`src/rtl/clkdiv_pkg.sv`:
```
package clkdiv_pkg;
  typedef enum logic [1:0] {
    SRC_EXT = 2'b00,
    SRC_DIV = 2'b01,
    SRC_OSC = 2'b10,
    SRC_RSV = 2'b11
  } src_e;

  typedef enum logic [2:0] {
    OSEL_IDLE,
    OSEL_OSC,
    OSEL_EXT,
    OSEL_HIGH,
    OSEL_START,
    OSEL_DIV
  } osel_e;
endpackage

```
`src/rtl/clkdiv_route.sv`:
```
module clkdiv_route
  import clkdiv_pkg::*;
(
  input  logic  pwr_dn,
  input  logic  direct,
  input  logic  [1:0] src_sel,
  input  logic  byp,
  input  logic  ign_sync,
  input  logic  force_hi,
  input  logic  sync_n,
  output osel_e osel,
  output logic  ctr_run,
  output logic  ctr_hold
);
  src_e src;
  assign src = src_e'(src_sel);

  // Counter holds at its start state while the strobe is obeyed and low.
  assign ctr_hold = !ign_sync && !sync_n;
  // Counter idles in bypass and power-down.
  assign ctr_run  = !pwr_dn && !byp;

  // Priority: power-down, direct route, bypass, force, hold, divider.
  always_comb begin
    if (pwr_dn)                          osel = OSEL_IDLE;
    else if (direct && src == SRC_OSC)   osel = OSEL_OSC;
    else if (direct && src == SRC_EXT)   osel = OSEL_EXT;
    else if (byp)                        osel = OSEL_OSC;
    else if (ign_sync && force_hi)       osel = OSEL_HIGH;
    else if (ctr_hold)                   osel = OSEL_START;
    else                                 osel = OSEL_DIV;
  end
endmodule

```
`src/rtl/clkdiv_phase_ctr.sv`:
```
module clkdiv_phase_ctr #(
  parameter int CNT_W = 4,
  parameter int OFF_W = 4
) (
  input  logic             clk,
  input  logic             rst,
  input  logic             run,
  input  logic             hold,
  input  logic             start_hi,
  input  logic [CNT_W-1:0] lo_cnt,
  input  logic [CNT_W-1:0] hi_cnt,
  input  logic [OFF_W-1:0] ph_off,
  output logic             phase
);
  localparam int CW = ((OFF_W > CNT_W) ? OFF_W : CNT_W) + 1;

  logic [CW-1:0] remain;
  logic [CW-1:0] first_len;
  logic [CW-1:0] next_len;

  // Length minus one of the first phase after release, offset included.
  assign first_len = CW'(ph_off) + (start_hi ? CW'(hi_cnt) : CW'(lo_cnt));
  // Length minus one of the phase entered at the next boundary.
  assign next_len  = phase ? CW'(lo_cnt) : CW'(hi_cnt);

  always_ff @(posedge clk) begin
    if (rst) begin
      phase  <= 1'b0;
      remain <= '0;
    end else if (hold) begin
      phase  <= start_hi;
      remain <= first_len;
    end else if (run) begin
      if (remain == '0) begin
        phase  <= !phase;
        remain <= next_len;
      end else begin
        remain <= remain - 1'b1;
      end
    end
  end
endmodule

```
`src/rtl/clkdiv_out_reg.sv`:
```
module clkdiv_out_reg
  import clkdiv_pkg::*;
(
  input  logic  clk,
  input  logic  rst,
  input  osel_e osel,
  input  logic  osc_lvl,
  input  logic  ext_lvl,
  input  logic  start_hi,
  input  logic  phase,
  output logic  clk_out
);
  logic nxt;

  always_comb begin
    case (osel)
      OSEL_OSC:   nxt = osc_lvl;
      OSEL_EXT:   nxt = ext_lvl;
      OSEL_HIGH:  nxt = 1'b1;
      OSEL_START: nxt = start_hi;
      OSEL_DIV:   nxt = phase;
      default:    nxt = 1'b0;
    endcase
  end

  always_ff @(posedge clk) begin
    if (rst) clk_out <= 1'b0;
    else     clk_out <= nxt;
  end
endmodule

```
`src/rtl/clkdiv_channel.sv`:
```
module clkdiv_channel
  import clkdiv_pkg::*;
#(
  parameter int CNT_W = 4,
  parameter int OFF_W = 4
) (
  input  logic             clk,
  input  logic             rst,
  input  logic             sync_n,
  input  logic             osc_lvl,
  input  logic             ext_lvl,
  input  logic [1:0]       src_sel,
  input  logic [CNT_W-1:0] lo_cnt,
  input  logic [CNT_W-1:0] hi_cnt,
  input  logic             byp,
  input  logic             ign_sync,
  input  logic             force_hi,
  input  logic             start_hi,
  input  logic [OFF_W-1:0] ph_off,
  input  logic             pwr_dn,
  input  logic             direct,
  output logic             clk_out
);
  osel_e osel;
  logic  ctr_run;
  logic  ctr_hold;
  logic  phase;

  clkdiv_route u_route (
    .pwr_dn   (pwr_dn),
    .direct   (direct),
    .src_sel  (src_sel),
    .byp      (byp),
    .ign_sync (ign_sync),
    .force_hi (force_hi),
    .sync_n   (sync_n),
    .osel     (osel),
    .ctr_run  (ctr_run),
    .ctr_hold (ctr_hold)
  );

  clkdiv_phase_ctr #(.CNT_W(CNT_W), .OFF_W(OFF_W)) u_ctr (
    .clk      (clk),
    .rst      (rst),
    .run      (ctr_run),
    .hold     (ctr_hold),
    .start_hi (start_hi),
    .lo_cnt   (lo_cnt),
    .hi_cnt   (hi_cnt),
    .ph_off   (ph_off),
    .phase    (phase)
  );

  clkdiv_out_reg u_out (
    .clk      (clk),
    .rst      (rst),
    .osel     (osel),
    .osc_lvl  (osc_lvl),
    .ext_lvl  (ext_lvl),
    .start_hi (start_hi),
    .phase    (phase),
    .clk_out  (clk_out)
  );
endmodule

```
`config.mk`:
```
export PLATFORM = sky130hd
export DESIGN_NAME = clkdiv_channel
export DESIGN_NICKNAME = d
export VERILOG_FILES = /design/src/rtl/clkdiv_pkg.sv /design/src/rtl/clkdiv_route.sv /design/src/rtl/clkdiv_phase_ctr.sv /design/src/rtl/clkdiv_out_reg.sv /design/src/rtl/clkdiv_channel.sv
export SDC_FILE = /design/constraint.sdc
export NUM_CORES = 1
export LEC_CHECK = 0
export CAP_MARGIN = 20
export CORE_MARGIN = 2
export CORE_UTILIZATION = 46
export CTS_CLUSTER_SIZE = 30
export DETAILED_ROUTE_END_ITERATION = 8
export PLACE_DENSITY = 0.82
export SKIP_LAST_GASP = 1
export SLEW_MARGIN = 20
export SYNTH_ARGS = -nofsm -noshare
export SYNTH_HDL_FRONTEND = slang
export SYNTH_HIERARCHICAL = 1
export SYNTH_SLANG_ARGS = --single-unit
```
`constraint.sdc`:
```
create_clock -name clk -period 3.4 [get_ports clk]
set_input_delay 0.34 -clock clk [delete_from_list [all_inputs] [get_ports clk]]
set_output_delay 0.34 -clock clk [all_outputs]
set_load 0.1 [all_outputs]
```
==> results of run 1 <==
kinds of logic (layout without fill, tap and decap cells):
group           count (synthesis)  count (layout)
fa+ha+maj                       6               6
buf+inv                         9              37
simple gates                   23              23
flops                           7               7
mux                             9               9
xor+xnor                        3               3
compound gates                 24              24
flip-flops by register name, indices dropped and copies added, names as in the netlist:
signal	flops
u_ctr/remain	5
u_ctr/phase	1
u_out/clk_out	1
cell usage in the layout (no fill, tap or decap), drive strengths merged:
master         count
clkbuf             4
o41ai              1
or2                1
o221ai             1
mux2               4
mux2i              5
nor2b              2
nor3b              1
o2111ai            1
ha                 5
or3                1
a311oi             1
a21oi              6
nand2              6
o311ai             1
inv                8
clkdlybuf4s50     25
nand2b             3
a211oi             2
a41oi              1
o31ai              1
or4b               1
nor2               4
a211o              1
nor4b              3
o21bai             1
o21a               1
nand3b             1
a21o               2
a221oi             2
fa                 1
o21ai              2
xor2               3
dfxtp              7
path summary, 6_finish.rpt:
check	start	end	cells past startpoint
setup / recovery	start_hi	u_ctr/remain[1]	6
hold / removal	u_ctr/remain[0]	u_ctr/remain[0]	2
setup reg to reg	u_ctr/remain[0]	u_ctr/remain[1]	6
hold reg to reg	u_ctr/remain[0]	u_ctr/remain[0]	2
layer usage:
layer	track usage, %	share of wire (%)	vias up
li1	-	-	363
met1	28.3	46	330
met2	34.9	49	17
met3	3.83	3.1	4
met4	10.9	2.0	0
met5	0	0	-
worst max-delay path, delay by kind of cell:
kind                     cells  cell delay (ns)
buffers and inverters        2             0.69
multiplexers                 1             0.38
adder cells (fa/ha/maj)      2             0.65
AO/OA/AOI/OAI                1             0.30
final cells by class:
class | count | area [sq um] | area share [%]
multi-input combinational | 65 | 533 | 53.3
timing repair buffer | 25 | 250 | 25.0
sequential | 7 | 140 | 14.0
inverter | 8 | 30.0 | 3.00
clock buffer | 4 | 26.3 | 2.63
tap | 16 | 20.0 | 2.00
stage by stage:
| stage | total power [W] | utilization [%] |
|---|---|---|
| after floorplan | 0.000183 | - |
| after global placement | 0.000230 | 66.2 |
| after detailed placement | 0.000235 | 66.2 |
| after CTS | 0.000313 | 67.9 |
| after global routing | 0.000335 | 67.9 |
| final | 0.000312 | 67.9 |
power groups by stage:
stage	Sequential [W]	Clock [W]	Combinational [W]
finish	0.000103	0.0000770	0.000132
global route	0.000104	0.0000879	0.000143
CTS	0.000103	0.0000791	0.000131
detailed placement	0.000105	0	0.000130
global placement	0.000104	0	0.000126
floorplan	0.000105	0	0.0000773
==> flow_summary.json, run 1 <==
{
  "post-cts-setup-buffers": 0,
  "rsz0062_at_grt": "no",
  "timing.final.ws_setup_ns": 1.18,
  "worstHoldPathType": "reg -> reg",
  "synthSimpleGateAreaFrac_pct": 21.3,
  "fin_crit_sh_pct": 65.3,
  "routed_wl_um": 1800,
  "dp_hpwl_um": 1450,
  "finalSetupTns_ns": 0,
  "ant_nets": 0,
  "synth.largest_area_cell": "dfxtp_1",
  "cts_sinks": 7,
  "h-tree-depth": 1,
  "place_congestion": 0.829,
  "layout-drive-gt1-share_pct": 11.0,
  "row_count": 14,
  "netlist_area_sq_um": 711,
  "synth.area.top_cells": "dfxtp_1 (20%), ha_1 (8.8%), mux2i_1 (7.0%)",
  "worstSetupStartpointType": "primary input",
  "clockBufferDepth": 2,
  "clock-skew-final_ns": 0.00163,
  "synth_top_area_share_pct": 19.7,
  "setup-violations-final": 0,
  "ys_dominant_reg_cell": "dfxtp_1",
  "area_growth_pct": 40.7,
  "core-area_sq_um": 1470,
  "ys_top_cells_by_count": "inv_1 (8), dfxtp_1 (7), a21oi_1 (6)",
  "hold_violations": 0,
  "status": "finished clean",
  "io_buffer_count": 25,
  "wl_per_cell_um": 14.4,
  "dieHeight_um": 43.3,
  "yosysUniqueCellTypes": 37,
  "place_inst": 121,
  "dpl_cell_area_sq_um": 973,
  "nFillCells": 133,
  "max_freq_mhz": 451,
  "p_seq_share_pct": 33.0,
  "path_max_fanout": 6,
  "worst_pin_slew_ns": 0.956,
  "clk_latency_ns": 0.25,
  "antenna_found_initial": 0,
  "grt_pass1_wl_um": 3010,
  "slowest_stage": "clkdlybuf4s50_1",
  "synth_top_family_by_area": "compound AO/OA/AOI/OAI gates",
  "stdcell_count": 125,
  "required_ns": 3.56,
  "synthArstFlopShare_pct": 0,
  "synth_mux_area_share_pct": 13.4,
  "grt_usage_pct": 21.9,
  "root_buffer": "clkbuf_4",
  "vias": 714,
  "grt_pass1_vias": 688,
  "cts.clk_slew.worst_paths_ns": 0.05,
  "p_clk_share_pct": 24.7,
  "fp.dieW_um": 43.3,
  "yosys_warnings": 6,
  "regToRegSetupSlack_ns": 1.71,
  "synth_nets": 112,
  "intPower_w": 0.000207,
  "synth_fa_ha_area_share_pct": 11.6,
  "routed_via_density": 5.71,
  "period_needed_ns": 2.22,
  "p_sw_share_pct": 33.5,
  "final_area_sq_um": 1000,
  "synthCells": 81,
  "drt_first_iter_violations": 25,
  "worstSetupPathType": "in -> reg",
  "diodes": 0,
  "slowest_delay_ns": 0.61,
  "initial_core_util_pct": 48.3,
  "synth_compound_area_share_pct": 25.0,
  "synthXorXnorAreaFrac_pct": 3.70,
  "tritoncts": "yes",
  "holdBufCountCts": 0,
  "power.switching_w": 0.000104,
  "yosysSeqAreaShare_pct": 19.7,
  "holdWs_ns": 0.570,
  "ios": 26,
  "slew_viol_final": 0,
  "combinationalPowerShare_pct": 42.3,
  "yosysMostFrequentCell": "inv_1",
  "critPathArrivalTime_ns": 2.38,
  "powerDensity_nw_per_um2": 312,
  "avgSynthCellArea_sq_um": 8.77,
  "cts_resized": 0,
  "cts_made_buffers": 3,
  "synth_edf_count": 0,
  "drt_first_pass_iters": 4,
  "relSlewSlack_pct": 36.1,
  "maxCapViolations": 0,
  "ys_ff_latch": 7,
  "vdd_drop_max_mv": 0.180,
  "critPathCaptureType": "register",
  "nets": 141,
  "leakage_nw": 0.391,
  "dp_slack_ns": 0.956,
  "die-area_sq_um": 1880,
  "grt_max_degree": 9,
  "path_cells": "clkdlybuf4s50_1 -> mux2_2 -> ha_1 -> inv_1 -> fa_1 -> a221oi_1",
  "drc": 0,
  "overflow": 0
}
Note: power is estimated with default switching activity, not from simulation.
==> run 2: changes to the inputs <==
Settings changed: CORE_UTILIZATION 46 to 39, PLACE_DENSITY 0.82 to 0.74.
Clock period 3.4 ns to 2 ns, I/O delays scaled along.
==> run 2 against run 1 <==
Largest cell class unchanged; total power increased by 72%; clock skew increased by 0.0016 ns; largest power group unchanged; design area increased by 7.0%; critical endpoint is now u_ctr/remain[2].
==> flow_summary.json, run 2 (same netlist as run 1, synthesis figures left out) <==
{
  "relSlewSlack_pct": 69.8,
  "io_buffer_count": 25,
  "rsz0062_at_grt": "no",
  "die-area_sq_um": 2180,
  "setup-violations-final": 0,
  "h-tree-depth": 1,
  "max_freq_mhz": 545,
  "core-area_sq_um": 1730,
  "wl_per_cell_um": 13.0,
  "drt_first_pass_iters": 4,
  "holdWs_ns": 0.510,
  "top_register": "u_ctr/remain",
  "slowest_stage": "clkdlybuf4s50_1",
  "p_clk_share_pct": 23.3,
  "worstSetupPathType": "in -> reg",
  "m1WireLength_um": 817,
  "diodes": 0,
  "power.switching_w": 0.000174,
  "grt_pass1_vias": 717,
  "dp_hpwl_um": 1490,
  "fin_crit_sh_pct": 91.8,
  "worst_pin_slew_ns": 0.449,
  "grt_max_degree": 9,
  "path_max_fanout": 2,
  "largest_reg_flops": 5,
  "wl_met3_um": 77,
  "maxCapViolations": 0,
  "fp.dieW_um": 46.7,
  "crit_buf_inv": 2,
  "hold_violations": 0,
  "layout-drive-gt1-share_pct": 18.1,
  "ios": 26,
  "ant_nets": 0,
  "critPathCaptureType": "register",
  "intPower_w": 0.000362,
  "vias": 732,
  "place_congestion": 0.850,
  "antenna_found_initial": 0,
  "nFillCells": 158,
  "dieHeight_um": 46.7,
  "p_sw_share_pct": 32.4,
  "slew_viol_final": 0,
  "status": "finished clean",
  "p_seq_share_pct": 32.6,
  "regToRegSetupSlack_ns": 0.33,
  "worstSetupStartpointType": "primary input",
  "worstHoldPathType": "in -> reg",
  "layout_common_cells": "clkdlybuf4s50_1 (23), buf_4 (8), inv_1 (8), dfxtp_1 (7), a21oi_1 (6)",
  "slowest_delay_ns": 0.51,
  "crit_family": "buffers and inverters",
  "clockBufferDepth": 2,
  "overflow": 0,
  "routed_wl_um": 1840,
  "routed_via_density": 5.19,
  "holdBufCountCts": 0,
  "row_count": 15,
  "grt_usage_pct": 20.1,
  "powerDensity_nw_per_um2": 500,
  "path_cells": "clkdlybuf4s50_1 -> mux2_2 -> ha_1 -> inv_1 -> fa_1 -> xor2_1 -> a221oi_1",
  "cts_sinks": 7,
  "cts.clk_slew.worst_paths_ns": 0.05,
  "period_needed_ns": 1.84,
  "cts_made_buffers": 3,
  "combinationalPowerShare_pct": 44.1,
  "leakage_nw": 0.437,
  "initial_core_util_pct": 41.2,
  "tritoncts": "yes",
  "drc": 0,
  "nets": 148,
  "reg_top3": "u_ctr/remain (5), u_ctr/phase (1), u_out/clk_out (1)",
  "final_common_cell": "clkdlybuf4s50_1",
  "drt_first_iter_violations": 21,
  "clock-skew-final_ns": 0.00322,
  "vdd_drop_max_mv": 0.245,
  "required_ns": 2.15,
  "dr_wl_met2_um": 933,
  "critPathArrivalTime_ns": 1.98,
  "design_power_total_w": 0.000535,
  "root_buffer": "clkbuf_4",
  "clk_latency_ns": 0.24,
  "area_growth_pct": 50.5,
  "topRoutingLayerUsed": "met4",
  "grt_pass1_wl_um": 3150
}
[run 2: changes by cell type in the layout (fill, tap and decap cells not counted), sizes merged]
cell / delta
buf: +8
dlymetal6s2s: +1
clkdlybuf4s50: -2
[run 2: final cells by class]
| type | count | area, sq um | share of cell area, % |
|---|---|---|---|
| Sequential cell | 7 | 140 | 13.1 |
| Clock buffer | 4 | 26.3 | 2.46 |
| Multi-Input combinational cell | 65 | 539 | 50.4 |
| Timing Repair Buffer | 32 | 303 | 28.3 |
| Inverter | 8 | 30.0 | 2.81 |
| Tap cell | 25 | 31.3 | 2.92 |
[run 2: final timing paths]
| kind | depth (start not counted) | start | end |
|---|---|---|---|
| max reg2reg | 6 | u_ctr/remain[0] | u_ctr/remain[1] |
| min | 4 | start_hi | u_ctr/phase |
| min reg2reg | 2 | u_ctr/remain[4] | u_ctr/remain[4] |
| max | 7 | hi_cnt[0] | u_ctr/remain[2] |
[run 2: power by group through the flow]
stage	clock network [W]	logic [W]	registers, W
final	0.000125	0.000236	0.000175
after CTS	0.000128	0.000232	0.000174
after global placement	0	0.000225	0.000177
after floorplan	0	0.000131	0.000179
after global routing	0.000133	0.000258	0.000178
after detailed placement	0	0.000228	0.000177
[run 2: routing by layer]
layer	track usage, %	up-vias
li1	-	375
met1	28.3	330
met2	30.8	25
met3	3.14	2
met4	7.22	0
met5	0	-
[run 2: tightest hold or removal path, cell delays in order]
cell	delay, ns
dlymetal6s2s_1	0.16
buf_4	0.15
nor2_1	0.13
a211oi_2	0.06
[run 2: repair_timing]
item	4_1_cts	5_1_grt
gates resized for setup	0	3
setup endpoints to repair	0	3
setup buffers	0	0
[run 2: stage by stage]
stage | cell area, sq um | utilization, % | setup WS, ns | setup TNS [ns] | cells
floorplan | 711 | - | 0.502 | 0 | 81
global placement | 1030 | 59.9 | -0.198 | -0.500 | 137
detailed placement | 1030 | 59.9 | -0.174 | -0.565 | 137
CTS | 1060 | 61.4 | 0.0510 | 0 | 141
global route | 1070 | 62.0 | 0.0849 | 0 | 141
finish | 1070 | 62.0 | 0.164 | 0 | 141
==> run 3: changes to the inputs <==
Settings changed: SLEW_MARGIN 20 to not set.
==> results of run 3 <==
Final layout, timing and power as in run 2 (identical DEF).
